[src/rtl/can_btg_pkg.sv]
package can_btg_pkg;

   // Segment order inside one nominal bit; the numeric codes are visible on seg_code.
   typedef enum logic [1:0] {
      SEG_SYNC = 2'd0,
      SEG_PROP = 2'd1,
      SEG_PH1  = 2'd2,
      SEG_PH2  = 2'd3
   } seg_e;

endpackage

[src/rtl/can_btg_rxsync.sv]
module can_btg_rxsync #(
   parameter int STAGES = 2
) (
   input  logic clk,
   input  logic rst_n,
   input  logic rx_in,
   output logic rx_s,
   output logic rx_fall
);

   logic rx_prev;

   // Synchronizer chain; every stage resets to recessive.
   genvar g;
   generate
      for (g = 0; g < STAGES; g++) begin : g_stage
         logic q;
         if (g == 0) begin : g_first
            always_ff @(posedge clk or negedge rst_n) begin
               if (!rst_n) q <= 1'b1;
               else        q <= rx_in;
            end
         end else begin : g_next
            always_ff @(posedge clk or negedge rst_n) begin
               if (!rst_n) q <= 1'b1;
               else        q <= g_stage[g-1].q;
            end
         end
      end
   endgenerate

   assign rx_s = g_stage[STAGES-1].q;

   always_ff @(posedge clk or negedge rst_n) begin
      if (!rst_n) rx_prev <= 1'b1;
      else        rx_prev <= rx_s;
   end

   // Recessive-to-dominant transition of the synchronized line.
   assign rx_fall = rx_prev & ~rx_s;

endmodule

[src/rtl/can_btg_prescale.sv]
module can_btg_prescale #(
   parameter int BRP_W = 7
) (
   input  logic             clk,
   input  logic             rst_n,
   input  logic             run,
   input  logic             restart,
   input  logic [BRP_W-1:0] div_m1,
   output logic             tick
);

   logic [BRP_W-1:0] cnt;

   always_ff @(posedge clk or negedge rst_n) begin
      if (!rst_n)                cnt <= '0;
      else if (!run || restart)  cnt <= '0;
      else if (cnt == div_m1)    cnt <= '0;
      else                       cnt <= cnt + BRP_W'(1);
   end

   assign tick = run & ~restart & (cnt == div_m1);

endmodule

[src/rtl/can_btg_seq.sv]
module can_btg_seq
   import can_btg_pkg::*;
#(
   parameter int SEG_W     = 3,
   parameter int SJW_W     = 2,
   parameter int IDLE_BITS = 11
) (
   input  logic             clk,
   input  logic             rst_n,
   input  logic             run,
   input  logic             tick,
   input  logic             rx_s,
   input  logic             rx_fall,
   input  logic [SEG_W-1:0] prop_m1,
   input  logic [SEG_W-1:0] ph1_m1,
   input  logic [SEG_W-1:0] ph2_m1,
   input  logic [SJW_W-1:0] sjw_m1,
   output logic             hard_sync,
   output logic             sample_stb,
   output logic             bit_stb,
   output logic             rx_sampled,
   output logic             bus_idle,
   output seg_e             seg
);

   localparam int LEN_W = SEG_W + 2;
   localparam int IC_W  = $clog2(IDLE_BITS + 1);
   localparam logic [LEN_W-1:0] ONE = LEN_W'(1);
   localparam logic [IC_W-1:0]  IDLE_LAST = IC_W'(IDLE_BITS - 1);

   logic [LEN_W-1:0] qcnt, ext, shr;
   logic             done;
   logic [IC_W-1:0]  idle_cnt;

   logic [LEN_W-1:0] prop_len, ph1_len, ph2_len, sjw_len;
   logic [LEN_W-1:0] err, ecap, ext_eff, shr_eff, ph1_lim, ph2_lim;
   logic             resync, last_q;

   assign prop_len = {{(LEN_W-SEG_W){1'b0}}, prop_m1} + ONE;
   assign ph1_len  = {{(LEN_W-SEG_W){1'b0}}, ph1_m1}  + ONE;
   assign ph2_len  = {{(LEN_W-SEG_W){1'b0}}, ph2_m1}  + ONE;
   assign sjw_len  = {{(LEN_W-SJW_W){1'b0}}, sjw_m1}  + ONE;

   assign hard_sync = run & bus_idle & rx_fall;
   assign resync    = run & ~bus_idle & rx_fall & ~done & (seg != SEG_SYNC);

   // Phase error in quanta, by the segment in which the edge lands.
   always_comb begin
      err = '0;
      unique case (seg)
         SEG_PROP: err = qcnt + ONE;
         SEG_PH1:  err = prop_len + qcnt + ONE;
         SEG_PH2:  err = ph2_len - qcnt - ONE;
         default:  err = '0;
      endcase
   end

   assign ecap    = (err > sjw_len) ? sjw_len : err;
   assign ext_eff = (resync && (seg == SEG_PROP || seg == SEG_PH1)) ? ecap : ext;
   assign shr_eff = (resync && seg == SEG_PH2) ? ecap : shr;
   assign ph1_lim = ph1_len + ext_eff;
   assign ph2_lim = ph2_len - shr_eff;

   always_comb begin
      last_q = 1'b1;
      unique case (seg)
         SEG_SYNC: last_q = 1'b1;
         SEG_PROP: last_q = (qcnt == prop_len - ONE);
         SEG_PH1:  last_q = (qcnt == ph1_lim - ONE);
         SEG_PH2:  last_q = ((qcnt + ONE) >= ph2_lim);
         default:  last_q = 1'b1;
      endcase
   end

   assign sample_stb = tick & last_q & (seg == SEG_PH1);
   assign bit_stb    = tick & last_q & (seg == SEG_PH2);

   always_ff @(posedge clk or negedge rst_n) begin
      if (!rst_n) begin
         seg        <= SEG_SYNC;
         qcnt       <= '0;
         ext        <= '0;
         shr        <= '0;
         done       <= 1'b0;
         bus_idle   <= 1'b1;
         idle_cnt   <= '0;
         rx_sampled <= 1'b1;
      end else if (!run) begin
         seg        <= SEG_SYNC;
         qcnt       <= '0;
         ext        <= '0;
         shr        <= '0;
         done       <= 1'b0;
         bus_idle   <= 1'b1;
         idle_cnt   <= '0;
         rx_sampled <= 1'b1;
      end else if (hard_sync) begin
         seg      <= SEG_PROP;
         qcnt     <= '0;
         ext      <= '0;
         shr      <= '0;
         done     <= 1'b0;
         bus_idle <= 1'b0;
         idle_cnt <= '0;
      end else begin
         if (resync) begin
            done <= 1'b1;
            ext  <= ext_eff;
            shr  <= shr_eff;
         end
         if (tick) begin
            if (last_q) begin
               qcnt <= '0;
               unique case (seg)
                  SEG_SYNC: seg <= SEG_PROP;
                  SEG_PROP: seg <= SEG_PH1;
                  SEG_PH1: begin
                     seg        <= SEG_PH2;
                     rx_sampled <= rx_s;
                  end
                  SEG_PH2: begin
                     seg  <= SEG_SYNC;
                     ext  <= '0;
                     shr  <= '0;
                     done <= 1'b0;
                     if (rx_sampled) begin
                        if (idle_cnt == IDLE_LAST) bus_idle <= 1'b1;
                        else                       idle_cnt <= idle_cnt + IC_W'(1);
                     end else begin
                        idle_cnt <= '0;
                     end
                  end
                  default: seg <= SEG_SYNC;
               endcase
            end else begin
               qcnt <= qcnt + ONE;
            end
         end
      end
   end

endmodule

[src/rtl/can_btg_top.sv]
module can_btg_top
   import can_btg_pkg::*;
#(
   parameter int BRP_W       = 7,
   parameter int SEG_W       = 3,
   parameter int SJW_W       = 2,
   parameter int SYNC_STAGES = 2,
   parameter int IDLE_BITS   = 11,
   localparam int CFG_W      = BRP_W + 3*SEG_W + SJW_W
) (
   input  logic             clk,
   input  logic             rst_n,
   input  logic             enable,
   input  logic [CFG_W-1:0] cfg_word,
   input  logic             rx_in,
   output logic             tq_tick,
   output logic             sample_stb,
   output logic             bit_stb,
   output logic             rx_sampled,
   output logic             bus_idle,
   output logic [1:0]       seg_code
);

   localparam int OFF_PROP = BRP_W;
   localparam int OFF_PH1  = OFF_PROP + SEG_W;
   localparam int OFF_PH2  = OFF_PH1 + SEG_W;
   localparam int OFF_SJW  = OFF_PH2 + SEG_W;

   generate
      if (BRP_W < 1) begin : g_chk_brp
         $error("BRP_W must be at least 1");
      end
      if (SEG_W < 2) begin : g_chk_seg
         $error("SEG_W must be at least 2");
      end
      if (SJW_W < 1 || SJW_W > SEG_W) begin : g_chk_sjw
         $error("SJW_W must lie between 1 and SEG_W");
      end
      if (SYNC_STAGES < 2) begin : g_chk_sync
         $error("SYNC_STAGES must be at least 2");
      end
      if (IDLE_BITS < 1) begin : g_chk_idle
         $error("IDLE_BITS must be at least 1");
      end
   endgenerate

   logic [CFG_W-1:0] cfg_q;
   logic             rx_s, rx_fall, hard_sync;
   seg_e             seg;

   // Configuration follows the input only while the unit is disabled.
   always_ff @(posedge clk or negedge rst_n) begin
      if (!rst_n)       cfg_q <= '0;
      else if (!enable) cfg_q <= cfg_word;
   end

   can_btg_rxsync #(.STAGES(SYNC_STAGES)) u_rxsync (
      .clk     (clk),
      .rst_n   (rst_n),
      .rx_in   (rx_in),
      .rx_s    (rx_s),
      .rx_fall (rx_fall)
   );

   can_btg_prescale #(.BRP_W(BRP_W)) u_prescale (
      .clk     (clk),
      .rst_n   (rst_n),
      .run     (enable),
      .restart (hard_sync),
      .div_m1  (cfg_q[OFF_PROP-1:0]),
      .tick    (tq_tick)
   );

   can_btg_seq #(
      .SEG_W     (SEG_W),
      .SJW_W     (SJW_W),
      .IDLE_BITS (IDLE_BITS)
   ) u_seq (
      .clk        (clk),
      .rst_n      (rst_n),
      .run        (enable),
      .tick       (tq_tick),
      .rx_s       (rx_s),
      .rx_fall    (rx_fall),
      .prop_m1    (cfg_q[OFF_PROP +: SEG_W]),
      .ph1_m1     (cfg_q[OFF_PH1 +: SEG_W]),
      .ph2_m1     (cfg_q[OFF_PH2 +: SEG_W]),
      .sjw_m1     (cfg_q[OFF_SJW +: SJW_W]),
      .hard_sync  (hard_sync),
      .sample_stb (sample_stb),
      .bit_stb    (bit_stb),
      .rx_sampled (rx_sampled),
      .bus_idle   (bus_idle),
      .seg        (seg)
   );

   assign seg_code = seg;

endmodule

[config.mk]
export PLATFORM = sky130hd
export DESIGN_NAME = can_btg_top
export DESIGN_NICKNAME = d
export VERILOG_FILES = /design/src/rtl/can_btg_pkg.sv /design/src/rtl/can_btg_rxsync.sv /design/src/rtl/can_btg_prescale.sv /design/src/rtl/can_btg_seq.sv /design/src/rtl/can_btg_top.sv
export SDC_FILE = /design/constraint.sdc
export NUM_CORES = 1
export LEC_CHECK = 0
export CORE_UTILIZATION = 50
export CTS_CLUSTER_DIAMETER = 60
export DETAILED_ROUTE_END_ITERATION = 16
export DONT_BUFFER_PORTS = 1
export GPL_TIMING_DRIVEN = 0
export MAX_ROUTING_LAYER = met4
export PLACE_DENSITY_LB_ADDON = 0.15
export SLEW_MARGIN = 20
export SYNTH_ARGS = -nofsm -noshare
export SYNTH_HDL_FRONTEND = slang
export SYNTH_HIERARCHICAL = 1
export SYNTH_SLANG_ARGS = --single-unit
[constraint.sdc]
create_clock -name clk -period 8.7 [get_ports clk]
set_input_delay 1.74 -clock clk [delete_from_list [all_inputs] [get_ports clk]]
set_output_delay 1.74 -clock clk [all_outputs]
set_load 0.01 [all_outputs]
==> results of run 1 <==
## layout make-up
class | instances | area, sq um | area share, %
clock inverter | 3 | 27.5 | 0.668
tap | 99 | 124 | 3.01
multi-input combinational | 285 | 2370 | 57.7
sequential | 52 | 1310 | 31.7
inverter | 29 | 109 | 2.64
clock buffer | 5 | 68.8 | 1.67
buffer | 12 | 108 | 2.61
## synthesized netlist by cell type, drive strengths merged, types with 6 or more instances
cell | n | share of area, %
mux2i | 7 | 2.0
a211oi | 6 | 1.2
nand2b | 6 | 0.96
nand2 | 14 | 1.6
and3 | 10 | 1.6
xor2 | 18 | 4.2
a21o | 6 | 1.2
dfrtp | 47 | 30
o21ai | 12 | 1.5
nand3 | 13 | 1.8
and2 | 6 | 0.96
xnor2 | 12 | 2.7
nor2 | 24 | 2.5
mux2 | 25 | 8.2
buf | 10 | 2.4
ha | 34 | 11
a21oi | 31 | 4.1
inv | 29 | 2.8
## layer usage
metal  up-vias  GRT usage (%)  share of wire [%]
li1       1380              -                  -
met1      1379           30.9                 49
met2        48           33.9                 45
met3         6           3.87                4.5
met4         0           5.11               0.90
met5         -              -                  0
## cells in the final DEF (no fill, tap or decap), types with 9 or more instances in the layout
cell,instances
a21oi_1,30
and3_1,9
dfrtp_1,47
ha_1,34
inv_1,29
mux2_2,15
mux2_4,10
nand2_1,12
nand3_1,12
nor2_1,23
o21ai_0,12
xnor2_1,12
xor2_1,17
## final timing paths
check | from | endpoint | slack (ns)
setup / recovery | cfg_q[7]$_DFFE_PN0N_ | sample_stb | 0.43
max in group asynchronous | rst_n | u_seq/bus_idle$_DFFE_PN1P_ | 7.40
setup reg to reg | cfg_q[7]$_DFFE_PN0N_ | u_seq/idle_cnt[2]$_DFFE_PN0P_ | 2.03
hold / removal | u_rxsync/g_stage[0].q$_DFF_PN1_ | u_rxsync/rx_s$_DFF_PN1_ | 0.37
hold reg to reg | u_rxsync/g_stage[0].q$_DFF_PN1_ | u_rxsync/rx_s$_DFF_PN1_ | 0.37
min in group asynchronous | rst_n | u_prescale/cnt[6]$_DFF_PN0_ | 1.11
## report_power, final
part / leakage [nW] / internal (mW) / switching, mW
logic: 1.11 / 0.0574 / 0.0625
clock network: 0.0463 / 0.0593 / 0.0897
registers: 0.665 / 0.254 / 0.0125
total: 1.82 / 0.370 / 0.165
## critical path, delay by kind of cell (launching register included)
family	cells	cell delay, ns
fa+ha+maj	6	1.95
compound gates	9	1.71
simple gates	4	0.89
mux	2	0.72
flops	1	0.53
xor+xnor	2	0.37
buf+inv	1	0.05
## per-stage QoR
stage | std cells | setup slack, ns | hold WS (ns) | total power, mW | area [sq um]
after floorplan | 378 | 1.75 | 0.345 | 0.365 | 3900
after global placement | 477 | 1.03 | 0.349 | 0.387 | 4020
after detailed placement | 477 | 0.879 | 0.358 | 0.390 | 4020
after CTS | 485 | 0.522 | 0.374 | 0.541 | 4120
after global routing | 485 | 0.0920 | 0.378 | 0.567 | 4120
final | 485 | 0.430 | 0.371 | 0.535 | 4120
## flip-flops by register name, summed over array words and instances, names as in the netlist, 2 cells and up
signal	cells
cfg_q	18
u_prescale/cnt	7
u_seq/ext	5
u_seq/idle_cnt	4
u_seq/qcnt	5
u_seq/seg	2
u_seq/shr	5
## logic make-up after synthesis
family                     after synthesis  share of synthesized area [%]
muxes                                   32                           10.2
AOI/OAI and AO/OA                       86                           15.7
buffers and inverters                   41                           5.55
xor gates and xnor gates                30                           6.93
DFF                                     52                           33.5
and+or+nand+nor                         99                           15.2
adders and majority gates               38                           13.0
==> flow_summary.yaml, run 1 <==
placed_design:
  gp_congestion: 0.800
  io_buffers: 0
  dpl.hpwl_um: 6250
power:
  powerDensity_nw_per_um2: 130
  p_leak_nw: 1.82
  irDropWorstVdd_v: 0.0000710
cells_and_area:
  fin_nets: 445
  finalCoreUtilization_pct: 55.6
  diodes: 0
  drive_gt1_share_pct: 16.8
  fillers: 684
  syn_to_final_growth_pct: 5.65
clock_network:
  h-tree-depth: 2
  holdBufCountCts: 0
  clk_latency_ns: 0.31
  postCtsSetupRepairBufs: 0
  clockRootBuffer: "clkbuf_8"
  cts.sinks: 52
  path_clk_slew_ns: 0.11
  clk_path_buf_depth: 2
  cts_tree: "built"
  ctsResizeCount: 0
  cts_made_buffers: 5
setup_path:
  r2r_cells: 26
  crit_required_ns: 6.96
  start_kind: "flop"
  end_kind: "output port"
  slowest_stage: "dfrtp_1"
  path_common_cell: "ha_1"
  crit_arrival_ns: 6.53
  crit_type: "reg -> out"
  crit_fanout: 10
  cpPeakStageDelay_ns: 0.53
  crit_path_cell_trace: "ha_1, fa_1, xor2_1, a222oi_1, nor2_1, ha_1, o21ai_0, a32oi_1, a21oi_1, o211ai_1, mux2i_1, mux2_2, ha_1, fa_1, inv_1, a21o_1, a21oi_1, xor2_1, ha_1, a21oi_1, nor2_1, nor3_1, o41ai_2, and3_1"
logic_synthesis:
  synth_flop_cell: "dfrtp_1"
  yosys_warnings: 6
  synthCells: 378
  syn_area_sq_um: 3900
  synth_nets: 438
  syn_avg_cell_area_sq_um: 10.3
  yosysSeqAreaShare_pct: 33.5
  async_reset_ff_share_pct: 100
  ys_seq_elements: 52
  synth_cell_types: 72
  synth-edff-count: 0
global_routing:
  grt_max_degree: 53
  grt_pass1_vias: 2730
  grt_first_pass_wirelength_um: 14000
  antenna_found_initial: 0
  overflow: 0
  grt_use_total_pct: 22.2
timing:
  setup_viol: 0
  clock_skew_ns: 0.00794
  finalSetupTns_ns: 0
  fmax_mhz: 121
  relSlewSlack_pct: 55.8
  min_period_over_period_pct: 95.1
  hold_viol: 0
  drv_slew: 0
  rsz0062_at_grt: "false"
  layout_min_cycle_time_ns: 8.27
  worst_pin_slew_ns: 0.655
routing:
  route.detailed.wl_per_inst_um: 17.2
  initialDrtViolationCount: 196
  firstDrtPassIters: 4
  drt_wl_total_um: 8320
  via_per_inst: 5.80
  ant_nets: 0
  via_count: 2813
  drc: 0
floorplanning:
  fp.coreArea_sq_um: 7410
  die-area_sq_um: 8150
  io_pins: 29
  die_h_um: 90.3
  initial_core_util_pct: 52.6
  rows: 31
  die_width_um: 90.3
hold_path:
  hold_depth: 0
  hold_class: "reg -> reg"
outcome:
  status: "complete, no violations"
flow_run:
  drv_cap: 0
Power figures use the tool's default switching activity.
==> run 2: changes to the inputs <==
--- a/config.mk
+++ b/config.mk
@@ -11,7 +11,7 @@
 export DONT_BUFFER_PORTS = 1
 export GPL_TIMING_DRIVEN = 0
 export MAX_ROUTING_LAYER = met4
-export PLACE_DENSITY_LB_ADDON = 0.15
+export PLACE_DENSITY = 0.74
 export SLEW_MARGIN = 20
 export SYNTH_ARGS = -nofsm -noshare
 export SYNTH_HDL_FRONTEND = slang
==> flow_summary.yaml, run 2 (synthesis results as in run 1) <==
setup_path:
  crit_required_ns: 6.96
  crit_type: "reg -> out"
  crit_fanout: 10
  start_kind: "flop"
  crit_arrival_ns: 6.51
  end_kind: "output port"
floorplanning:
  fp.coreArea_sq_um: 7410
  initial_core_util_pct: 52.6
  io_pins: 29
  die_width_um: 90.3
  rows: 31
  die-area_sq_um: 8150
  die_h_um: 90.3
routing:
  drt_wl_total_um: 8470
  initialDrtViolationCount: 243
  via_per_inst: 5.94
  route.detailed.wl_per_inst_um: 17.5
  ant_nets: 0
  firstDrtPassIters: 5
  drc: 0
  via_count: 2882
power:
  p_leak_nw: 1.82
  irDropWorstVdd_v: 0.0000936
  power_uw: 532
  powerDensity_nw_per_um2: 129
timing:
  fmax_mhz: 121
  relSlewSlack_pct: 55.0
  holdWs_ns: 0.364
  rsz0062_at_grt: "false"
  worst_pin_slew_ns: 0.668
  finalSetupTns_ns: 0
  layout_min_cycle_time_ns: 8.25
  setup_viol: 0
  hold_viol: 0
  clock_skew_ns: 0.00813
  min_period_over_period_pct: 94.8
  drv_slew: 0
global_routing:
  overflow: 0
  grt_max_degree: 53
  grt_pass1_vias: 3009
  antenna_found_initial: 0
  grt_use_total_pct: 22.9
  grt_first_pass_wirelength_um: 14600
placed_design:
  post_dp_cell_area_sq_um: 4020
  io_buffers: 0
  gp_congestion: 0.878
  dpl.hpwl_um: 6390
clock_network:
  cts_made_buffers: 5
  cts.sinks: 52
  clk_latency_ns: 0.31
  cts_tree: "built"
  postCtsSetupRepairBufs: 0
  ctsResizeCount: 0
  clockRootBuffer: "clkbuf_8"
  holdBufCountCts: 0
  h-tree-depth: 2
  clk_path_buf_depth: 2
  path_clk_slew_ns: 0.10
outcome:
  status: "complete, no violations"
cells_and_area:
  stdcell_area_sq_um: 4110
  final_cell_mix: "dfrtp_1, ha_1, a21oi_1, inv_1, nor2_1"
  fin_nets: 445
  fillers: 645
  largestRegisters: "cfg_q (18), u_prescale/cnt (7)"
  top_register: "cfg_q"
  syn_to_final_growth_pct: 5.39
  final_common_cell: "dfrtp_1"
  largest_reg_flops: 18
  diodes: 0
  drive_gt1_share_pct: 16.6
hold_path:
  hold_class: "reg -> reg"
flow_run:
  drv_cap: 0
==> run 2: cell types whose count changed in the layout (fill, tap and decap cells not counted), sizes merged <==
cell / previous run / this run
clkbuf: 6 / 7
clkinvlp: 1 / 0
==> run 2: layout make-up <==
| cell class | count | area [sq um] | share of cell area [%] |
|---|---|---|---|
| flip-flops and latches | 52 | 1310 | 31.8 |
| multi-input cells | 285 | 2370 | 57.8 |
| well taps | 99 | 124 | 3.01 |
| inverters | 29 | 109 | 2.65 |
| clock buffers | 6 | 72.6 | 1.77 |
| clock inverters | 2 | 13.8 | 0.335 |
| plain buffers | 12 | 108 | 2.62 |
==> run 2: path summary, 6_finish.rpt <==
kind,startpoint,to,slack (ns),depth (start not counted)
setup / recovery,cfg_q[7]$_DFFE_PN0N_,sample_stb,0.45,24
hold / removal,u_rxsync/g_stage[0].q$_DFF_PN1_,u_rxsync/rx_s$_DFF_PN1_,0.36,0
setup reg to reg,cfg_q[7]$_DFFE_PN0N_,u_seq/ext[4]$_DFF_PN0_,1.96,26
hold reg to reg,u_rxsync/g_stage[0].q$_DFF_PN1_,u_rxsync/rx_s$_DFF_PN1_,0.36,0
max in group asynchronous,rst_n,u_rxsync/rx_prev$_DFF_PN1_,7.39,0
min in group asynchronous,rst_n,cfg_q[3]$_DFFE_PN0N_,1.11,0
==> run 2: layer usage <==
layer / part of all wire (%) / global-route usage [%] / up-vias / wire length, um
li1: - / - / 1373 / -
met1: 45 / 30.0 / 1418 / 3840
met2: 49 / 36.5 / 73 / 4140
met3: 3.7 / 3.62 / 18 / 315
met4: 2.1 / 7.26 / 0 / 178
met5: 0 / - / - / 0
==> run 2: power breakdown <==
group,switching [mW],internal [mW],leakage (nW),total (mW)
Sequential,0.0123,0.254,0.665,0.266
Combinational,0.0638,0.0577,1.11,0.122
Clock,0.0865,0.0577,0.0456,0.144
==> run 2: critical path: stages (launching register included) <==
cell	delay [ns]
dfrtp_1	0.51
ha_1	0.46
fa_1	0.48
xor2_1	0.19
a222oi_1	0.34
nor2_1	0.13
ha_1	0.33
o21ai_0	0.11
a32oi_1	0.25
a21oi_1	0.07
o211ai_1	0.20
mux2i_1	0.43
mux2_2	0.24
ha_1	0.18
fa_1	0.21
inv_1	0.05
a21o_1	0.17
a21oi_1	0.19
xor2_1	0.23
ha_1	0.28
a21oi_1	0.15
nor2_1	0.05
nor3_1	0.39
o41ai_2	0.25
and3_1	0.31
==> run 2: metrics by stage <==
| step | utilization, % | worst slack (ns) | instances |
|---|---|---|---|
| finish | 55.5 | 0.451 | 485 |
| global route | 55.5 | 0.00666 | 485 |
| CTS | 55.5 | 0.517 | 485 |
| detailed placement | 54.3 | 0.889 | 477 |
| global placement | 54.3 | 1.05 | 477 |
| floorplan | - | 1.75 | 378 |
